==> src/rtl/strap_clk_pkg.sv <==
package strap_clk_pkg;

  localparam int STRAP_W   = 16;
  localparam int DIV_CNT_W = 3;
  localparam int NUM_DIV   = 3;

  typedef struct packed {
    logic [1:0] mem_code;
    logic [1:0] sys_code;
    logic       pll_on;
    logic [2:0] freq_code;
    logic [1:0] ext_code;
    logic       sclk_master;
    logic       osc_alt;
    logic [3:0] board_id;
  } strap_cfg_t;

  typedef struct packed {
    logic [DIV_CNT_W-1:0] period_m1;
    logic                 dual;
  } div_set_t;

  function automatic div_set_t ext_setting(input logic [1:0] code);
    div_set_t s;
    s.dual      = 1'b0;
    s.period_m1 = DIV_CNT_W'(32'd2 + 32'(code));
    return s;
  endfunction

  function automatic div_set_t sys_setting(input logic [1:0] code);
    div_set_t s;
    s.dual = 1'b0;
    case (code)
      2'b00:   s.period_m1 = DIV_CNT_W'(1);
      2'b01:   s.period_m1 = DIV_CNT_W'(2);
      default: s.period_m1 = DIV_CNT_W'(3);
    endcase
    return s;
  endfunction

  function automatic div_set_t mem_setting(input logic [1:0] code);
    div_set_t s;
    case (code)
      2'b00:   begin s.period_m1 = DIV_CNT_W'(0); s.dual = 1'b0; end
      2'b01:   begin s.period_m1 = DIV_CNT_W'(2); s.dual = 1'b1; end
      default: begin s.period_m1 = DIV_CNT_W'(1); s.dual = 1'b0; end
    endcase
    return s;
  endfunction

endpackage

==> src/rtl/strap_capture.sv <==
module strap_capture #(
  parameter int WIDTH = 16
) (
  input  logic             clk,
  input  logic             rst,
  input  logic [WIDTH-1:0] pins_i,
  output logic [WIDTH-1:0] held_o
);

  // Transparent sampling while reset is held, frozen afterwards
  always_ff @(posedge clk) begin
    if (rst) begin
      held_o <= pins_i;
    end
  end

endmodule

==> src/rtl/ratio_divider.sv <==
module ratio_divider #(
  parameter int CNT_W = 3
) (
  input  logic             clk,
  input  logic             rst,
  input  logic [CNT_W-1:0] period_m1_i,
  input  logic             dual_i,
  output logic             en_o
);

  localparam logic [CNT_W-1:0] ZERO = '0;

  logic [CNT_W-1:0] cnt_q;
  logic             wrap;

  assign wrap = (cnt_q >= period_m1_i);

  always_ff @(posedge clk) begin
    if (rst) begin
      cnt_q <= ZERO;
      en_o  <= 1'b0;
    end else begin
      cnt_q <= wrap ? ZERO : cnt_q + 1'b1;
      // phase 0 always pulses; dual mode adds the last phase
      en_o  <= (cnt_q == ZERO) || (dual_i && cnt_q == period_m1_i);
    end
  end

endmodule

==> src/rtl/strap_clk_unit.sv <==
module strap_clk_unit
  import strap_clk_pkg::*;
#(
  parameter int CNT_W = DIV_CNT_W
) (
  input  logic               clk,
  input  logic               rst,
  input  logic [STRAP_W-1:0] strap_pins,
  output logic               sys_clk_en,
  output logic               mem_clk_en,
  output logic               ext_clk_en,
  output logic               pll_enable,
  output logic               pll_bypass,
  output logic [2:0]         pll_freq_code,
  output logic               sclk_is_output,
  output logic               osc_from_pixclk,
  output logic [3:0]         board_id
);

  localparam int CH_SYS = 0;
  localparam int CH_MEM = 1;
  localparam int CH_EXT = 2;

  logic [STRAP_W-1:0] held;
  strap_cfg_t         cfg_q;
  div_set_t           div_set [NUM_DIV];
  logic [NUM_DIV-1:0] div_en;

  strap_capture #(.WIDTH(STRAP_W)) u_capture (
    .clk    (clk),
    .rst    (rst),
    .pins_i (strap_pins),
    .held_o (held)
  );

  assign cfg_q = strap_cfg_t'(held);

  always_comb begin
    div_set[CH_SYS] = sys_setting(cfg_q.sys_code);
    div_set[CH_MEM] = mem_setting(cfg_q.mem_code);
    div_set[CH_EXT] = ext_setting(cfg_q.ext_code);
  end

  for (genvar g = 0; g < NUM_DIV; g++) begin : g_div
    ratio_divider #(.CNT_W(CNT_W)) u_div (
      .clk         (clk),
      .rst         (rst),
      .period_m1_i (div_set[g].period_m1),
      .dual_i      (div_set[g].dual),
      .en_o        (div_en[g])
    );
  end

  assign sys_clk_en      = div_en[CH_SYS];
  assign mem_clk_en      = div_en[CH_MEM];
  assign ext_clk_en      = div_en[CH_EXT];

  assign pll_enable      = cfg_q.pll_on;
  assign pll_bypass      = ~cfg_q.pll_on;
  assign pll_freq_code   = cfg_q.freq_code;
  assign sclk_is_output  = cfg_q.sclk_master;
  assign osc_from_pixclk = cfg_q.osc_alt;
  assign board_id        = cfg_q.board_id;

endmodule

==> config.mk <==
export PLATFORM = sky130hd
export DESIGN_NAME = strap_clk_unit
export DESIGN_NICKNAME = d
export VERILOG_FILES = /design/src/rtl/strap_clk_pkg.sv /design/src/rtl/strap_capture.sv /design/src/rtl/ratio_divider.sv /design/src/rtl/strap_clk_unit.sv
export SDC_FILE = /design/constraint.sdc
export NUM_CORES = 1
export LEC_CHECK = 0
export ABC_AREA = 1
export BUFFER_PORTS_ARGS = -buffer_cell sky130_fd_sc_hd__buf_4
export CORE_MARGIN = 3
export CORE_UTILIZATION = 35
export CTS_BUF_LIST = sky130_fd_sc_hd__clkbuf_2 sky130_fd_sc_hd__clkbuf_4 sky130_fd_sc_hd__clkbuf_8
export CTS_CLUSTER_DIAMETER = 30
export CTS_CLUSTER_SIZE = 40
export DETAILED_ROUTE_END_ITERATION = 12
export GPL_TIMING_DRIVEN = 0
export PLACE_DENSITY_LB_ADDON = 0.05
export SETUP_SLACK_MARGIN = 0.4
export SLEW_MARGIN = 10
export SYNTH_ARGS = -nofsm -noshare
export SYNTH_HDL_FRONTEND = slang
export SYNTH_SLANG_ARGS = --single-unit
==> constraint.sdc <==
create_clock -name clk -period 1.08 [get_ports clk]
set_input_delay 0.216 -clock clk [delete_from_list [all_inputs] [get_ports clk]]
set_output_delay 0.216 -clock clk [all_outputs]
set_load 0.1 [all_outputs]
# ---- Word-level counts from Yosys, hierarchy flattened
# Index checks and enable logic that the tools add are counted.
dict set report word_totals {
  elab_cells 30
  output_inout_bits 14
  reg_bits 28
  in_bits 18
}
dict set report op_classes {
  n_mux 2
  bitwise 1
  addsub 4
  eq_ne 3
  n_lt_le_gt_ge 3
  n_reduce_logical 10
}
# operator count
set ops {}
lappend ops {{$add A3 B1 Y3 const B} 3}
lappend ops {{$logic_not A3 Y1} 3}
lappend ops {{$ge A3 B2 Y1} 2}
lappend ops {{$pmux W3 S2} 1}
lappend ops {{$reduce_or A2 Y1} 3}
lappend ops {{$eq A2 B1 Y1 const B} 2}
lappend ops {{$logic_not A2 Y1} 2}
lappend ops {{$pmux W2 S2} 1}
lappend ops {{$add A2 B2 Y3 const A} 1}
lappend ops {{$eq A3 B2 Y1} 1}
lappend ops {{$ge A3 B3 Y1} 1}
lappend ops {{$logic_and A1 B1 Y1} 1}
lappend ops {{$logic_or A1 B1 Y1} 1}
lappend ops {{$not A1 Y1} 1}

# ---- Longest topological paths before layout
dict set report logic_depth {
  depth_word 5
  ltp_mapped 9
  depth_no_buf 9
}

# ---- Cells and area by module
# Synthesis repeated with hierarchy kept, for this count alone.
dict set report hier_totals {
  hier_cells 128
  area_unflattened_um2 1249.9
}
# module seq_area_each_um2 cells_each area_per_inst_um2 instances
set by_module_without_submodules {}
lappend by_module_without_submodules {ratio_divider 80.1 34 244.0 3}
lappend by_module_without_submodules {strap_capture 480.5 16 480.5 1}
lappend by_module_without_submodules {strap_clk_unit 0.0 10 37.5 1}

# ---- Worst setup path before layout
# Ideal clock, no wire load.
dict set report synth_path {
  path_type {register to output}
  from {register u_capture.held_o[11]}
  to {output port pll_bypass}
  stages_incl_launch_ff 2
  path_slack_ns -0.726
  required_ns 0.864
  n_path_buf 0
  t_arrival_ns 1.590
  cell_sequence {edfxtp_1 -> inv_1}
}
dict set report synth_between {
  elab_chain_len 1
}
# item line
set synth_rtl {}
lappend synth_rtl {{start, declared} strap_capture.sv:7} ;# output logic [WIDTH-1:0] held_o
lappend synth_rtl {{start signal, assigned} strap_capture.sv:13} ;# held_o <= pins_i;
lappend synth_rtl {{$not A1 Y1} strap_clk_unit.sv:59} ;# assign pll_bypass = ~cfg_q.pll_on;
lappend synth_rtl {{end, declared} strap_clk_unit.sv:13} ;# output logic pll_bypass,
# No other way between the ends.

# ---- Worst setup path in the final report
# Same ends and word-level chain as after synthesis.

==> results.json <==
{
  "synth_top_cell_by_area": "edfxtp_1",
  "final_cells": 191,
  "worstHoldPathType": "primary input to flop",
  "wirelength_um": 1887,
  "slowest_delay_ps": 450,
  "cts_sinks": 28,
  "cp.required_ps": 860,
  "die_y_um": 64.28,
  "first_pass_iters": 4,
  "min_to": "u_capture.held_o[12]",
  "finalSetupViolCount": 22,
  "rows": 20,
  "slew_viol_final": 0,
  "num-nets-final": 179,
  "grt_overflow": 0,
  "slowest_stage": "edfxtp_1",
  "setup_slack_ps": -169.9,
  "postCtsHoldBufs": 0,
  "hold_viol_final": 0,
  "grt_max_degree": 20,
  "antenna_found_initial": 0,
  "cts.clk_slew.worst_paths_ps": 150,
  "fmax_ghz": 0.8000,
  "synth_nets": 140,
  "worstReg2RegStart": "u_capture.held_o[15]",
  "ys_seq_elements": 28,
  "r2r_cells": 8,
  "syn2layout_area_growth_pct": 50.84,
  "yosysSeqAreaShare_pct": 60.63,
  "hpwl_um": 1326,
  "clock-skew-final_ps": 2.783,
  "vdd_drop_max_uv": 813.6,
  "cts_tree": "built",
  "diodes": 0,
  "clk_latency_ps": 320,
  "synth_area_leaders": "edfxtp_1, dfxtp_1, ha_1",
  "tritoncts.num_buffers": 3,
  "min_from": "strap_pins[12]",
  "cts.path.max_buffers": 2,
  "yosysWarnings": 0,
  "max-cap-violations": 0,
  "leakagePower_nw": 0.8207,
  "outcome": "finished, violations left",
  "start_kind": "flop",
  "crit_chain": "inv_2 -> buf_12",
  "crit_type": "flop to output port",
  "dieArea_um2": 4131,
  "violations": "negative setup slack",
  "io-pin-count": 32,
  "r2r_slack_ps": -150,
  "power_density_nw_per_um2": 1855,
  "core_um2": 3153,
  "syn_inst": 109,
  "num_vias": 784,
  "start_util_pct": 37.70,
  "power.total_mw": 3.326,
  "syn_area_um2": 1189,
  "via_per_inst": 4.105,
  "drc_errors": 0,
  "final_cell_mix": "buf_4, edfxtp_1, inv_1, nor2_1, buf_12",
  "rsz0062_at_grt": "true",
  "io_buffers": 31,
  "tightest_slew_ps": 240.8,
  "dp_cells": 184,
  "fin_crit_ps": 1250,
  "drt_iter0_markers": 16,
  "critPathMaxFanout": 2,
  "avgSynthCellArea_um2": 10.90,
  "layout_commonest_cell": "buf_4",
  "wl_per_cell_um": 9.880,
  "cp.buffers_inverters": 2,
  "place_congestion": 0.7405,
  "synth_top_area_share_pct": 40.42,
  "dieWidth_um": 64.28,
  "drive_gt1_share_pct": 50.34,
  "grt_usage_pct": 10.77,
  "min_path_cells": 1,
  "synth_cell_types": 15,
  "slew_headroom_pct": 83.95,
  "worstReg2RegEnd": "g_div[1].u_div.cnt_q[2]",
  "fin_crit_sh_pct": 115.7,
  "ant_nets": 0,
  "root_buffer": "clkbuf_4",
  "cpLargestDelayFamily": "flip-flops",
  "grt_pass1_wl_um": 3339,
  "end_kind": "output port",
  "grt_pass1_vias": 795,
  "cp.arrival_ps": 1030,
  "cts.htree.levels": 1
}
[cells in the mapped netlist (all sizes together)]
| cell | n |
|---|---|
| inv | 24 |
| nor2 | 17 |
| edfxtp | 16 |
| nand2 | 14 |
| ha | 13 |
| dfxtp | 12 |
| buf | 7 |
| xnor2 | 2 |
| a21oi | 1 |
| clkbuf | 1 |
| nor3 | 1 |
| o21ai | 1 |
[routing by layer]
| metal | share of wire [%] | vias to the layer above | global-route usage [%] |
|---|---|---|---|
| met5 | 0 | - | 0 |
| met4 | 0.95 | 0 | 5.541 |
| met3 | 5.5 | 2 | 2.988 |
| met2 | 54 | 17 | 19.33 |
| met1 | 40 | 363 | 11.38 |
| li1 | - | 402 | - |
[cell families (layout without fill, tap and decap cells)]
family	count (synthesis)	count (layout)	synth area share (%)
AO/OA/AOI/OAI	2	2	0.8413
XOR/XNOR	2	2	1.474
adder cells (fa/ha/maj)	13	13	13.68
buffers and inverters	32	70	12.32
flip-flops	28	28	60.63
AND/OR/NAND/NOR	32	32	11.05
[cell type report]
cell class                 instances  area, um2
clock inverter                     1      30.03
sequential                        28      737.0
buffer                             8      82.58
inverter                          24      90.09
fill                             297       1360
multi-input combinational         49      371.6
timing repair buffer              34      404.1
clock buffer                       3      22.52
tap                               44      55.05
[how the worst max path moves through the flow]
stage / from / end / slack (ps) / depth (start not counted)
6_report: u_capture.held_o[11] / pll_bypass / -170 / 2
5_1_grt: u_capture.held_o[15] / g_div[1].u_div.cnt_q[1] / -250 / 8
4_1_cts: u_capture.held_o[1] / board_id[1] / -180 / 2
3_5_place_dp: u_capture.held_o[15] / g_div[1].u_div.cnt_q[1] / -210 / 8
3_3_place_gp: u_capture.held_o[15] / g_div[1].u_div.cnt_q[2] / -170 / 8
2_1_floorplan: u_capture.held_o[11] / pll_bypass / -730 / 1
[registers in the layout (all words and copies together), names as in the netlist]
signal	flops
g_div.u_div.en_o	3
g_div.u_div.cnt_q	9
u_capture.held_o	16
[report_power, final]
group	internal, mW	switching [mW]
clock network	0.375	0.304
logic	0.505	0.747
registers	1.29	0.0997
total	2.18	1.15
[metrics by stage]
step                util [%]  area (um2)  setup WS [ps]  TNS [ps]  hold WS [ps]
finish                 56.87        1793         -169.9     -2214         53.07
global route           56.87        1793         -252.6     -4365         5.234
CTS                    56.23        1773         -183.9     -2636         36.92
detailed placement     48.33        1524         -205.8    -843.1         395.2
global placement       48.33        1524         -174.1    -654.7         391.4
floorplan                  -        1236         -726.3     -1203         314.9
[worst reg2reg max path, cell delays in order, from the launching register on]
cell      delay (ps)
edfxtp_1         420
nor2_2           120
inv_2             60
ha_4             270
inv_2             30
nor2_2            80
nor2_2            40
nand2_2           70
nor2_1            40
[what timing repair did]
action / 4_1_cts / 5_1_grt
setup endpoints to repair: 26 / 26
pin swaps: 7 / 3
buffers inserted: 2 / 1
resized for setup: 45 / 2
Note: power is estimated with default switching activity, not from simulation.
